File: src/rtl/mvec_load_seq.sv
module mvec_load_seq #(
  parameter int VL = 128,
  parameter int AW = 64
) (
  input  logic          clk,
  input  logic          rst_n,
  input  logic          start,
  input  logic          grp4,
  input  logic [3:0]    dst_field,
  input  logic [2:0]    pred_field,
  output logic [3:0]    pred_sel,
  input  logic [15:0]   pred_val,
  input  logic          sp_sel,
  input  logic [AW-1:0] base_val,
  input  logic [AW-1:0] index_val,
  output logic          busy,
  output logic          mem_req,
  output logic [AW-1:0] mem_addr,
  input  logic          mem_rvalid,
  input  logic [31:0]   mem_rdata,
  input  logic          mem_rerr,
  output logic          rf_we,
  output logic [4:0]    rf_addr,
  output logic [VL-1:0] rf_data,
  output logic          done,
  output logic          fault
);
  localparam int ELEMS = VL / 32;
  localparam int MAXS  = 4 * ELEMS;
  localparam int SW    = $clog2(MAXS);
  localparam int EW    = $clog2(ELEMS);

  typedef enum logic [1:0] {S_IDLE, S_SLOT, S_WAIT, S_WRITE} state_t;
  state_t state;

  logic [SW:0]   slot, total_q, kk_q;
  logic          inv_q, grp4_q, fault_q;
  logic [4:0]    first_q;
  logic [AW-1:0] addr_q;
  logic [1:0]    wr_idx;
  logic [31:0]   elem [MAXS];

  wire [SW:0] cnt_in   = pred_val[SW:0];
  wire [SW:0] total_in = grp4 ? (SW+1)'(MAXS) : (SW+1)'(MAXS/2);
  wire        misalign = sp_sel && (base_val[3:0] != 4'd0);
  wire        active   = inv_q ? (slot >= total_q - kk_q) : (slot < kk_q);
  wire        last_slot = (slot == total_q - 1'b1);
  wire        last_wr   = (wr_idx == (grp4_q ? 2'd3 : 2'd1));
  wire [SW-1:0] rbase   = SW'(wr_idx) << EW;

  assign pred_sel = {1'b1, pred_field};
  assign busy     = (state != S_IDLE);
  assign mem_req  = (state == S_SLOT) && active;
  assign mem_addr = addr_q;
  assign rf_we    = (state == S_WRITE);
  assign rf_addr  = first_q + 5'(wr_idx);
  assign done     = rf_we && last_wr;
  assign fault    = fault_q;

  for (genvar e = 0; e < ELEMS; e++) begin : g_pack
    assign rf_data[32*e +: 32] = elem[rbase + SW'(e)];
  end

  always_ff @(posedge clk or negedge rst_n) begin
    if (!rst_n) begin
      state   <= S_IDLE;
      slot    <= '0;
      total_q <= '0;
      kk_q    <= '0;
      inv_q   <= 1'b0;
      grp4_q  <= 1'b0;
      first_q <= '0;
      addr_q  <= '0;
      wr_idx  <= '0;
      fault_q <= 1'b0;
    end else begin
      fault_q <= 1'b0;
      case (state)
        S_IDLE: if (start) begin
          if (misalign) begin
            fault_q <= 1'b1;
          end else begin
            state   <= S_SLOT;
            slot    <= '0;
            wr_idx  <= '0;
            total_q <= total_in;
            kk_q    <= (cnt_in > total_in) ? total_in : cnt_in;
            inv_q   <= pred_val[15];
            grp4_q  <= grp4;
            first_q <= grp4 ? {dst_field[3:1], 2'b00} : {dst_field, 1'b0};
            addr_q  <= base_val + (index_val << 2);
          end
        end
        S_SLOT: if (active) begin
          state <= S_WAIT;
        end else begin
          addr_q <= addr_q + AW'(4);
          slot   <= slot + 1'b1;
          if (last_slot) state <= S_WRITE;
        end
        S_WAIT: if (mem_rvalid) begin
          if (mem_rerr) begin
            fault_q <= 1'b1;
            state   <= S_IDLE;
          end else begin
            addr_q <= addr_q + AW'(4);
            slot   <= slot + 1'b1;
            state  <= last_slot ? S_WRITE : S_SLOT;
          end
        end
        S_WRITE: begin
          wr_idx <= wr_idx + 1'b1;
          if (last_wr) state <= S_IDLE;
        end
        default: state <= S_IDLE;
      endcase
    end
  end

  always_ff @(posedge clk) begin
    if (state == S_SLOT && !active)
      elem[slot[SW-1:0]] <= 32'd0;
    else if (state == S_WAIT && mem_rvalid && !mem_rerr)
      elem[slot[SW-1:0]] <= mem_rdata;
  end
endmodule


File: config.mk
export PLATFORM = sky130hd
export DESIGN_NAME = mvec_load_seq
export DESIGN_NICKNAME = d
export VERILOG_FILES = /design/src/rtl/mvec_load_seq.sv
export SDC_FILE = /design/constraint.sdc
export NUM_CORES = 1
export LEC_CHECK = 0
export ABC_AREA = 1
export ABC_CLOCK_PERIOD_IN_PS = 4300
export BUFFER_PORTS_ARGS = -buffer_cell sky130_fd_sc_hd__buf_2
export CAP_MARGIN = 10
export CELL_PAD_IN_SITES_DETAIL_PLACEMENT = 1
export CELL_PAD_IN_SITES_GLOBAL_PLACEMENT = 1
export CORE_MARGIN = 5
export CORE_UTILIZATION = 45
export DETAILED_ROUTE_END_ITERATION = 12
export GPL_ROUTABILITY_DRIVEN = 0
export PLACE_DENSITY = 0.79
export REMOVE_ABC_BUFFERS = 1
export SYNTH_ARGS = -nofsm -noshare
export SYNTH_HDL_FRONTEND = slang
export SYNTH_SLANG_ARGS = --single-unit
File: constraint.sdc
create_clock -name clk -period 4.3 [get_ports clk]
set_input_delay 0 -clock clk [delete_from_list [all_inputs] [get_ports clk]]
set_output_delay 0 -clock clk [all_outputs]
set_load 0.01 [all_outputs]
# --- After elaboration in Yosys (flattened, before gate mapping) ---
# Memory sizes are Yosys's and may differ from the RTL's.
# Index checks and enable logic that the tools add are counted.
word_totals:
  word_cells: 95
  n_memories: 1
  ramBits: 512
  regBits: 91
op_classes:
  magnitude_cmp: 3
  n_addsub: 10
  reduce_logical: 17
  n_bitwise: 2
  muxes: 40
  eq_ne: 12
mem_list:
  columns: ["name", "words", "width", "read_ports", "rd_clocked_by_memory_dff", "wr", "line", "rtl"]
  rows:
  - ["elem", 16, 32, 4, 0, 1, "41", "logic [31:0] elem [MAXS];"]
op_table:
  columns: ["operator", "n"]
  rows:
  - ["2-to-1 mux 64 bit", 5]
  - ["case mux 64 bit (3 select lines)", 1]
  - ["adder 64 x 3 -> 64 bit (second input constant)", 1]
  - ["adder 64 bit", 1]
  - ["2-to-1 mux 5 bit", 7]
  - ["2-to-1 mux 32 bit", 1]
  - ["2-to-1 mux 2 bit", 12]
  - ["case mux 5 bit (3 select lines)", 1]
  - ["2-to-1 mux 1 bit", 10]
  - ["!= test 2 bit (second input constant)", 5]
  - ["adder 4 x 2 -> 4 bit (second input constant)", 2]
  - ["case mux 2 bit (4 select lines)", 1]
  - ["logical AND 1 bit", 6]
  - ["AND reduction 3 bit", 2]
  - ["AND reduction 6 bit", 1]
  - ["adder 5 x 1 -> 5 bit (second input constant)", 1]
  - ["adder 5 x 2 -> 5 bit", 1]
  - ["== test 5 bit", 1]
  - ["greater-or-equal comparator 5 bit", 1]
  - ["> comparator 5 bit", 1]
  - ["less-than comparator 5 bit", 1]
  - ["AND reduction 5 bit", 1]
  - ["subtractor 5 x 1 -> 5 bit (second input constant)", 1]
  - ["subtractor 5 bit", 1]
  - ["16 further kinds", 19]

# --- Logic depth before layout (Yosys ltp) ---
# Gate-level depths: netlist of the first run.
logic_depth:
  ltp_word: 8
  depth_mapped: 16
  ltp_nobuf: 15

# --- Worst setup path after synthesis of the first run ---
# OpenSTA, ideal clock, no wires.
synth_timing:
  path_type: "register to register"
  start: "register total_q[3]"
  end: "memory elem[0][0], enable pin"
  n_path_buf: 0
  t_arrival_ns: 3.541
  path_stages_with_launch: 14
  synth_period_minus_slack_ns: 3.962
  setup_ns: 0.421
  path_slack_ns: 0.338
  t_required_ns: 3.879
  path_cell_list: "dfrtp_1 ha_1 a31o_2 xor2_1 ha_1 nand2_1 inv_1 a21oi_1 nand3_1 nand2_1 nand2_1 o21ai_0 nand2_1 nor2_1"
synth_between:
  elab_chain_cells: 8
  word_cells_on_any_way: 10
  cone_classes: "add/sub: 1; order compare: 1; mux: 5; bitwise: 1; reduce/logical: 2"
synth_rtl:
  columns: ["item", "line", "rtl"]
  rows:
  - ["start, declared", "36", "logic [SW:0] slot, total_q, kk_q;"]
  - ["start signal, assigned", "86", "total_q <= total_in;"]
  - ["subtractor 5 bit (*)", "46", "wire active = inv_q ? (slot >= total_q - kk_q) : (slot < kk_q);"]
  - ["greater-or-equal comparator 5 bit (*)", "46", null]
  - ["2-to-1 mux 1 bit (*)", "46", null]
  - ["zero test 1 bit (*)", "121", "if (state == S_SLOT && !active)"]
  - ["logical AND 1 bit (*)", "121", null]
  - ["2-to-1 mux 1 bit", "121", null]
  - ["2-to-1 mux 1 bit, on equally long branches", "122, 124", null]
  - ["OR 1 bit (no line) (*)", null, null]
  - ["end, declared", "41", null]
# Mark *: on every way between the ends. The rest lies on a longest branch, timed or not.

# --- Final worst setup path of the first run ---
layout_timing:
  start: "register total_q[3]"
  end: "memory elem[1][7], enable pin"
# The elaborated chain is that of the path after synthesis.

==> results of run 1 <==
[power breakdown]
group / internal [mW] / switching (mW) / leakage [nW]
Sequential: 6.97 / 0.735 / 5.60
Clock: 2.91 / 2.20 / 0.910
Combinational: 3.19 / 7.24 / 9.28
[synth_stat cells, types with 2 or more instances]
cell | n | share of area (%)
nand3b_1 | 13 | 0.31
o211ai_1 | 4 | 0.097
nand4_1 | 20 | 0.40
nor2_2 | 6 | 0.12
and2_1 | 6 | 0.12
a21oi_1 | 151 | 2.4
buf_4 | 5 | 0.12
a21oi_2 | 2 | 0.057
xnor2_1 | 15 | 0.42
inv_2 | 8 | 0.097
nor3_1 | 38 | 0.61
or2_2 | 13 | 0.26
nor3_2 | 2 | 0.065
buf_2 | 12 | 0.19
edfxtp_1 | 512 | 50
clkbuf_1 | 92 | 1.1
dfrtp_1 | 86 | 6.9
ha_1 | 85 | 3.4
nand2_1 | 776 | 9.4
nor2_1 | 543 | 6.6
nor2_8 | 3 | 0.19
o21bai_1 | 5 | 0.12
o21ai_0 | 316 | 5.1
o22ai_1 | 131 | 2.6
nand2_2 | 6 | 0.12
nand2_4 | 3 | 0.11
a31oi_1 | 8 | 0.16
nand3_1 | 130 | 2.1
a22oi_1 | 4 | 0.097
xor2_1 | 40 | 1.1
o21ai_1 | 3 | 0.048
inv_1 | 421 | 5.1
buf_1 | 10 | 0.12
[how the worst min path moves through the flow]
stage                              from     endpoint  slack, ps  depth (start not counted)
after floorplan                   rst_n        fault       -300                          0
after global placement    pred_field[0]  pred_sel[0]       0.08                          0
after detailed placement  pred_field[0]  pred_sel[0]       0.08                          0
after CTS                 pred_field[0]  pred_sel[0]       0.08                          0
after global routing      pred_field[0]  pred_sel[0]       0.07                          0
final                     pred_field[1]  pred_sel[1]       0.07                          0
[per-layer routing]
metal / vias to the layer above / routed length [µm] / GRT usage [%]
met2: 917 / 55920 / 52.04
met1: 13130 / 43210 / 35.42
met3: 214 / 7040 / 4.607
met4: 0 / 5096 / 11.73
met5: - / 0 / 0
li1: 12540 / - / -
[critical path: stages (launching register included)]
cell and delay (ps):
dfrtp_1 440, ha_1 340, a31o_2 250, xor2_1 140, ha_1 300, nand2_1 80, inv_1 60, a21oi_1 150
nand3_1 110, nand2_1 80, nand2_1 100, o21ai_0 220, nand2_1 360, nor2_4 520, buf_12 270
[state kept, by name (all words and copies together) (netlist names)]
signal and flops:
elem 512, mem_addr 64, kk_q 5, slot 5, first_q 4, state 2
wr_idx 2, fault 1, grp4_q 1, inv_q 1, total_q 1
[layout by cell type, fill, tap and decap left out, types with 4 or more instances in the layout]
master / netlist / final
a21oi_1: 151 / 151
nand4_1: 20 / 20
clkbuf_16: 0 / 55
edfxtp_1: 512 / 512
buf_4: 5 / 41
nand2_1: 776 / 775
o21ai_0: 316 / 316
clkinv_2: 1 / 9
nand2_2: 6 / 7
o22ai_1: 131 / 131
dfrtp_1: 86 / 84
nor3_1: 38 / 38
or2_2: 13 / 13
clkinv_1: 0 / 15
ha_1: 85 / 84
buf_2: 12 / 375
clkbuf_1: 92 / 6
xor2_1: 40 / 40
nor2_4: 1 / 17
and2_1: 6 / 6
xnor2_1: 15 / 15
buf_12: 0 / 16
a22oi_1: 4 / 4
a31oi_1: 8 / 8
dlygate4sd3_1: 0 / 86
nor2_2: 6 / 6
nand3b_1: 13 / 13
o21bai_1: 5 / 5
inv_2: 8 / 7
nor2_1: 543 / 527
nand3_1: 130 / 130
o211ai_1: 4 / 4
inv_1: 421 / 420
bufinv_16: 0 / 9
[stage by stage]
stage          util [%]  hold slack, ps
5_1_grt           54.06         0.06525
6_report          54.06         0.06626
2_1_floorplan         -          -295.6
3_3_place_gp      50.03         0.08136
4_1_cts           54.06         0.08136
3_5_place_dp      50.03         0.08136
[final cells by class]
cell class,count,area [µm²]
Fill cell,7982,31450
Sequential cell,598,17530
Multi-Input combinational cell,2339,11490
Timing Repair Buffer,519,3393
Inverter,430,1622
Clock buffer,62,1413
Tap cell,882,1104
Clock inverter,40,461.7
Antenna cell,1,2.502
[timing repair]
action                                  4_1_cts  5_1_grt
resized for setup                             0        0
endpoints found under the setup margin        0        0
endpoints found under the hold margin       461        0
setup buffers                                 0        0
hold buffers                                 87        0
[cells by family after synthesis]
family | share of synthesized area, %
AND/OR/NAND/NOR | 20.65
AO/OA/AOI/OAI | 10.96
flip-flops | 56.57
buffers and inverters | 6.764
adder cells (fa/ha/maj) | 3.497
XOR/XNOR | 1.555
other | 0.01210
==> results.sh, run 1 <==
export IMPL_die_w_um=272.4
export IMPL_cts_tree="yes"
export IMPL_finalWirelength_um=111300
export IMPL_dp_cells=4681
export IMPL_crit_path_start_kind="flip-flop"
export IMPL_cp_arrival_ps=4040
export IMPL_cp_max_fo=22
export IMPL_hold_viol=0
export IMPL_powerDensity_nw_per_um2=628.1
export IMPL_cp_end_kind="flip-flop"
export IMPL_ant_nets=0
export IMPL_cts_root_buf="clkbuf_16"
export IMPL_synthArstFlopShare_pct=14.38
export IMPL_status="completed"
export IMPL_power_total_mw=23.25
export IMPL_worstPathRequired_ps=4580
export IMPL_worstSkewPairLatency_ps=600
export IMPL_finClkSkew_ps=17.96
export IMPL_maxCapViolations=0
export IMPL_slew_headroom_pct=27.04
export IMPL_clk_path_buf_depth=3
export IMPL_drc_errors=0
export IMPL_yosysUniqueCellTypes=50
export IMPL_layout_nets=4219
export IMPL_p_leak_nw=15.79
export IMPL_vias_per_cell=5.502
export IMPL_area_growth_pct=19.47
export IMPL_drive_gt1_share_pct=14.67
export IMPL_grt_pass1_vias=28490
export IMPL_fin_crit_sh_pct=87.36
export IMPL_placed_area_um2=34250
export IMPL_finalSetupViolCount=0
export IMPL_routed_via_count=26800
export IMPL_worst_slew_pin_slew_ps=1094
export IMPL_num_rows=96
export IMPL_grt_pass1_wl_um=167800
export IMPL_yosys_register_bits=598
export IMPL_post_drt_wl_per_cell_um=22.84
export IMPL_ys_seq_area_share_pct=56.57
export IMPL_io_pins=396
export IMPL_numPortBuffers=376
export IMPL_synth_edf_count=512
export IMPL_drt_initial_drc_count=1968
export IMPL_overflow=0
export IMPL_design_area_um2=37020
export IMPL_crit_start="total_q[3]"
export IMPL_path_class="reg2reg"
export IMPL_irDropWorstVdd_mv=0.6213
export IMPL_endpoint="elem[1][7]"
export IMPL_clock_sinks=598
export IMPL_first_pass_iters=5
export IMPL_synth_flop_cell="edfxtp_1"
export IMPL_grt_max_degree=146
export IMPL_cts_buffers=55
export IMPL_core_area_um2=68470
export IMPL_dp_hpwl_um=76910
export IMPL_slew_viol_final=0
export IMPL_tns_ps=0
export IMPL_dieArea_um2=74200
export IMPL_syn_inst=3486
export IMPL_die_h_um=272.4
export IMPL_avgSynthCellArea_um2=8.888
export IMPL_htree_levels=2
export IMPL_clkTransAtPathRegs_ps=60
export IMPL_yosysWarnings=0
export IMPL_rr_startpoint="total_q[3]"
export IMPL_rsz0062_at_grt="no"
export IMPL_initial_utilization_pct=45.25
export IMPL_final_setup_worst_slack_ps=543.3
export IMPL_pre_cts_ws_ps=548.5
export IMPL_max_freq_ghz=0.2662
export IMPL_reg2reg_depth=14
export IMPL_r2r_end="elem[1][7]"
export IMPL_syn_area_um2=30980
export IMPL_grt_usage_pct=29.18
export IMPL_rrSetupSlack_ps=540
export IMPL_instances_no_fill=4871
export IMPL_antenna_found_initial=0
export IMPL_hold_path_class="in2out"
export IMPL_period_minus_slack_ps=3757
No activity file was read; power rests on OpenSTA's default activity.
==> run 2: changes to the inputs <==
- ABC_CLOCK_PERIOD_IN_PS: 4300 -> 4200
- CORE_MARGIN: 5 -> 2
- clock period: 4.3 -> 4.2 ns (I/O delays scaled with it)
==> run 2 against run 1 <==
  * Non-clock buffer count rose by 23
  * Register-to-register slack barely moved
  * Power rose by 2.5%
  * Final cell count rose by 0.43%
  * Highest routed layer is now met5
  * Critical path depth did not move
  * Routed wire length rose by 0.66%
  * Largest power group unchanged
==> results.sh, run 2 (same netlist as run 1, synthesis figures left out) <==
export IMPL_crit_top_cell="nand2_1"
export IMPL_rr_startpoint="total_q[3]"
export IMPL_layout_common_cells="nand2_1 (775), nor2_1 (527), edfxtp_1 (512)"
export IMPL_power_total_mw=23.84
export IMPL_clock_sinks=598
export IMPL_antenna_found_initial=3
export IMPL_path_class="reg2reg"
export IMPL_crit_path_top_delay_cell="dfrtp_1"
export IMPL_powerDensity_nw_per_um2=639.4
export IMPL_hold_path_class="in2out"
export IMPL_dieArea_um2=70970
export IMPL_overflow=0
export IMPL_holdWs_ps=0.06626
export IMPL_cp_max_fo=25
export IMPL_layout_nets=4243
export IMPL_clk_path_buf_depth=3
export IMPL_period_minus_slack_ps=3654
export IMPL_first_pass_iters=5
export IMPL_crit_path_start_kind="flip-flop"
export IMPL_dp_hpwl_um=74360
export IMPL_maxCapViolations=0
export IMPL_reg2reg_depth=14
export IMPL_cts_setup_buffers=0
export IMPL_layout_commonest_cell="nand2_1"
export IMPL_drive_gt1_share_pct=14.59
export IMPL_largest_reg_flops=512
export IMPL_worstSkewPairLatency_ps=650
export IMPL_min_from="pred_field[1]"
export IMPL_cts_tree="yes"
export IMPL_rrSetupSlack_ps=550
export IMPL_die_h_um=266.4
export IMPL_area_growth_pct=20.31
export IMPL_pre_cts_ws_ps=587.5
export IMPL_routed_via_count=27020
export IMPL_hold_viol=0
export IMPL_grt_max_degree=259
export IMPL_status="completed"
export IMPL_finalSetupViolCount=0
export IMPL_grt_usage_pct=31.09
export IMPL_p_leak_nw=15.89
export IMPL_ant_nets=0
export IMPL_max_stage_delay_ps=420
export IMPL_finalWirelength_um=112000
export IMPL_numPortBuffers=376
export IMPL_cp_arrival_ps=3960
export IMPL_worst_path_buf_inv=2
export IMPL_worstPathRequired_ps=4510
export IMPL_vias_per_cell=5.523
export IMPL_path_cells="ha_1 -> a31o_2 -> xor2_1 -> ha_1 -> nand2_1 -> inv_1 -> a21oi_1 -> nand3_1 -> nand2_1 -> nand2_1 -> o21ai_0 -> nand2_1 -> nor2_4 -> buf_12"
export IMPL_drc_errors=0
export IMPL_cp_top_family="simple AND/OR/NAND/NOR gates"
export IMPL_cp_end_kind="flip-flop"
export IMPL_r2r_end="elem[2][23]"
export IMPL_rsz0062_at_grt="no"
export IMPL_slew_viol_final=0
export IMPL_htree_levels=2
export IMPL_irDropWorstVdd_mv=0.4981
export IMPL_fin_crit_sh_pct=87.01
export IMPL_core_area_um2=68350
export IMPL_finClkSkew_ps=34.07
export IMPL_cts_buffers=56
export IMPL_n_antenna_cell=0
export IMPL_initial_utilization_pct=45.33
export IMPL_grt_pass1_vias=28290
export IMPL_io_pins=396
export IMPL_max_freq_ghz=0.2737
export IMPL_worst_slew_pin_slew_ps=1211
export IMPL_post_drt_wl_per_cell_um=22.89
export IMPL_clkTransAtPathRegs_ps=60
export IMPL_drt_initial_drc_count=2174
export IMPL_die_w_um=266.4
export IMPL_final_setup_worst_slack_ps=545.7
export IMPL_slew_headroom_pct=19.28
export IMPL_cts_root_buf="clkbuf_16"
export IMPL_tns_ps=0
export IMPL_whs_path_depth=0
export IMPL_grt_pass1_wl_um=165900
export IMPL_num_rows=96
export IMPL_holdPathEnd="pred_sel[1]"
[run 2: stage by stage]
step                area (µm²)  cells  utilization [%]
CTS                      37280   4892            54.54
global placement         34290   4678            50.17
global route             37280   4892            54.54
floorplan                30500   3367                -
finish                   37280   4892            54.54
detailed placement       34290   4678            50.17
[run 2: worst max-delay path by stage]
stage                     cells after the start        from  slack (ps)     endpoint
after floorplan                               7   wr_idx[0]       -3770     state[0]
after global placement                       14  total_q[3]         640  elem[2][12]
after detailed placement                     14  total_q[3]         590  elem[10][9]
after CTS                                    14  total_q[3]         530  elem[2][23]
after global routing                         14  total_q[3]         280  elem[2][23]
final                                        14  total_q[3]         550  elem[2][23]
[run 2: power breakdown]
part | total [mW] | switching (mW) | internal, mW
Combinational | 10.8 | 7.51 | 3.31
Clock | 5.19 | 2.31 | 2.88
Sequential | 7.83 | 0.691 | 7.14
[run 2: metal layers]
| layer | wire length (µm) | part of all wire (%) | track usage, % | vias up |
|---|---|---|---|---|
| met5 | 48 | 0.043 | 0 | - |
| met4 | 5782 | 5.2 | 15.49 | 6 |
| met3 | 7851 | 7.0 | 6.274 | 269 |
| met2 | 55780 | 50 | 54.30 | 973 |
| met1 | 42540 | 38 | 36.37 | 13160 |
| li1 | - | - | - | 12610 |
[run 2: final cells by class]
cell class,instances,area (µm²)
Sequential cell,598,17530
Inverter,430,1622
Fill cell,8025,31070
Clock inverter,34,381.6
Multi-Input combinational cell,2339,11490
Clock buffer,67,1464
Timing Repair Buffer,542,3686
Tap cell,882,1104
[run 2: worst register-to-register path: stages, from the launching register on]
cell and delay (ps):
dfrtp_1 420, ha_1 340, a31o_2 250, xor2_1 140, ha_1 290, nand2_1 70, inv_1 70, a21oi_1 150
nand3_1 110, nand2_1 70, nand2_1 90, o21ai_0 240, nand2_1 390, nor2_4 420, buf_12 270
[run 2: repair_timing]
item | in CTS | in global routing
hold buffers | 113 | 0
hold endpoints to repair | 575 | 0
resized for setup | 0 | 0
==> run 3: changes to the inputs <==
- CORE_ASPECT_RATIO: default -> 2
==> run 3 against run 2 <==
  * The run now ends with negative hold slack left
  * Largest cell class unchanged
  * Sequential power is essentially flat
  * Hold slack worse by 16 ps
  * Via count up 0.54%
==> results.sh, run 3 (same netlist as run 1, synthesis figures left out) <==
export IMPL_status="complete, but fails checks"
export IMPL_violations="negative hold slack"
export IMPL_holdWs_ps=-15.80
export IMPL_hold_viol=9
export IMPL_maxCapViolations=0
export IMPL_layout_common_cells="nand2_1 (775), nor2_1 (527), edfxtp_1 (512)"
export IMPL_comb_power_share_pct=45.4
export IMPL_numPortBuffers=376
export IMPL_cp_arrival_ps=4040
export IMPL_p_leak_nw=15.63
export IMPL_slew_viol_final=0
export IMPL_grt_max_degree=259
export IMPL_cp_max_fo=21
export IMPL_placed_area_um2=34120
export IMPL_dp_cells=4683
export IMPL_finClkSkew_ps=27.07
export IMPL_max_stage_delay_ps=450
export IMPL_crit_path_start_kind="flip-flop"
export IMPL_final_core_util_pct=53.65
export IMPL_drc_errors=0
export IMPL_crit_top_cell="nand2_1"
export IMPL_first_pass_iters=5
export IMPL_worstSkewPairLatency_ps=620
export IMPL_overflow=0
export IMPL_cts_setup_buffers=0
export IMPL_core_area_um2=68410
export IMPL_die_h_um=375.1
export IMPL_max_freq_ghz=0.2640
export IMPL_crit_path_top_delay_cell="buf_4"
export IMPL_grt_pass1_vias=28060
export IMPL_grt_usage_pct=30.66
export IMPL_ant_nets=0
export IMPL_hold_path_class="in2async"
export IMPL_pwr_share_clk_pct=21.3
export IMPL_num_rows=136
export IMPL_instances_no_fill=4862
export IMPL_htree_levels=2
export IMPL_period_minus_slack_ps=3787
export IMPL_routed_via_count=27170
export IMPL_grt_pass1_wl_um=166600
export IMPL_finalSetupViolCount=0
export IMPL_swShare_pct=44.39
export IMPL_post_drt_wl_per_cell_um=22.59
export IMPL_internal_power_mw=13.12
export IMPL_worstPathRequired_ps=4450
export IMPL_cts_tree="yes"
export IMPL_ctsResizeCount=0
export IMPL_cts_root_buf="clkbuf_16"
export IMPL_io_pins=396
export IMPL_path_cells="ha_1 -> a31o_2 -> xor2_1 -> ha_1 -> nand2_1 -> inv_1 -> a21oi_1 -> nand3_1 -> nand2_1 -> nand2_1 -> o21ai_0 -> nand2_1 -> nor2_4 -> buf_4"
export IMPL_rsz0062_at_grt="no"
export IMPL_layout_commonest_cell="nand2_1"
export IMPL_fin_crit_sh_pct=90.18
export IMPL_design_area_um2=36700
export IMPL_cts_buffers=55
export IMPL_p_sw_mw=10.47
export IMPL_finalWirelength_um=109900
export IMPL_path_class="reg2reg"
export IMPL_worst_slew_pin_slew_ps=1132
export IMPL_drt_initial_drc_count=2205
export IMPL_slew_headroom_pct=24.57
export IMPL_initial_utilization_pct=45.29
export IMPL_power_frac_seq_pct=33.3
export IMPL_fill_cells=8056
export IMPL_clk_path_buf_depth=3
export IMPL_clkTransAtPathRegs_ps=70
export IMPL_area_growth_pct=18.46
export IMPL_clock_sinks=598
export IMPL_dieArea_um2=71090
export IMPL_drive_gt1_share_pct=14.38
export IMPL_irDropWorstVdd_mv=0.7742
export IMPL_n_antenna_cell=0
export IMPL_largest_reg_flops=512
export IMPL_vias_per_cell=5.587
export IMPL_powerDensity_nw_per_um2=642.8
export IMPL_die_w_um=189.5
export IMPL_dp_hpwl_um=76240
export IMPL_antenna_found_initial=2
export IMPL_cp_end_kind="flip-flop"
export IMPL_layout_nets=4200
run 3: cell count changes in the layout (fill, tap and decap cells not counted), moves of 2 or more:
cell,previous run,this run
dlygate4sd3_1,112,81
buf_12,22,12
clkinv_2,12,8
clkbuf_1,10,13
clkinvlp_2,0,3
clkbuf_16,57,55
clkinv_1,7,5
clkinv_4,4,2
inv_6,3,5
run 3: power by group through the flow:
stage / clock network [mW] / logic (mW) / registers, mW
floorplan: 0 / 5.61 / 8.12
global placement: 0 / 10.0 / 7.92
detailed placement: 0 / 10.4 / 7.95
CTS: 5.08 / 10.6 / 7.84
global route: 5.28 / 11.7 / 7.92
finish: 5.03 / 10.7 / 7.86
run 3: worst max-delay path, delay by kind of cell, from the launching register on:
kind	cells	cell delay [ps]
flip-flops	1	440
buffers and inverters	2	510
adder cells (fa/ha/maj)	2	650
AO/OA/AOI/OAI	3	640
AND/OR/NAND/NOR	6	1030
XOR/XNOR	1	140
run 3: repair_timing:
action,4_1_cts,5_1_grt
endpoints found under the hold margin,441,0
hold buffers,81,0
setup endpoints to repair,0,0
run 3: metal layers:
metal / up-vias / wire length (µm) / global-route usage (%)
met1: 13330 / 46940 / 42.26
li1: 12520 / - / -
met4: 4 / 3578 / 9.551
met5: - / 27 / 0
met2: 1122 / 51900 / 50.76
met3: 186 / 7402 / 3.491
run 3: through the flow:
step	power, mW	hold slack (ps)	setup TNS [ps]	setup WS, ps
finish	23.59	-15.80	0	412.6
global route	24.87	0.06525	0	230.9
CTS	23.56	0.08136	0	445.1
detailed placement	18.37	0.08136	0	495.5
global placement	17.94	0.08136	0	660.2
floorplan	13.73	-295.6	-440440	-3768
run 3: final timing paths:
kind	from	endpoint	slack, ps	cells after the start
setup / recovery	total_q[3]	elem[7][18]	410	14
hold / removal	rst_n	first_q[2]	-20	2
setup reg to reg	total_q[3]	elem[7][18]	410	14
hold reg to reg	mem_addr[1]	mem_addr[1]	500	2
max in group asynchronous	rst_n	mem_addr[38]	3200	3
min in group clk	pred_field[1]	pred_sel[1]	0	0
run 3: layout make-up:
cell class | count | area [µm²] | share of cell area [%]
tap | 897 | 1122 | 3.058
clock inverter | 30 | 346.6 | 0.9443
timing repair buffer | 500 | 3168 | 8.632
clock buffer | 68 | 1425 | 3.883
sequential | 598 | 17530 | 47.77
multi-input combinational | 2339 | 11490 | 31.29
inverter | 430 | 1620 | 4.415
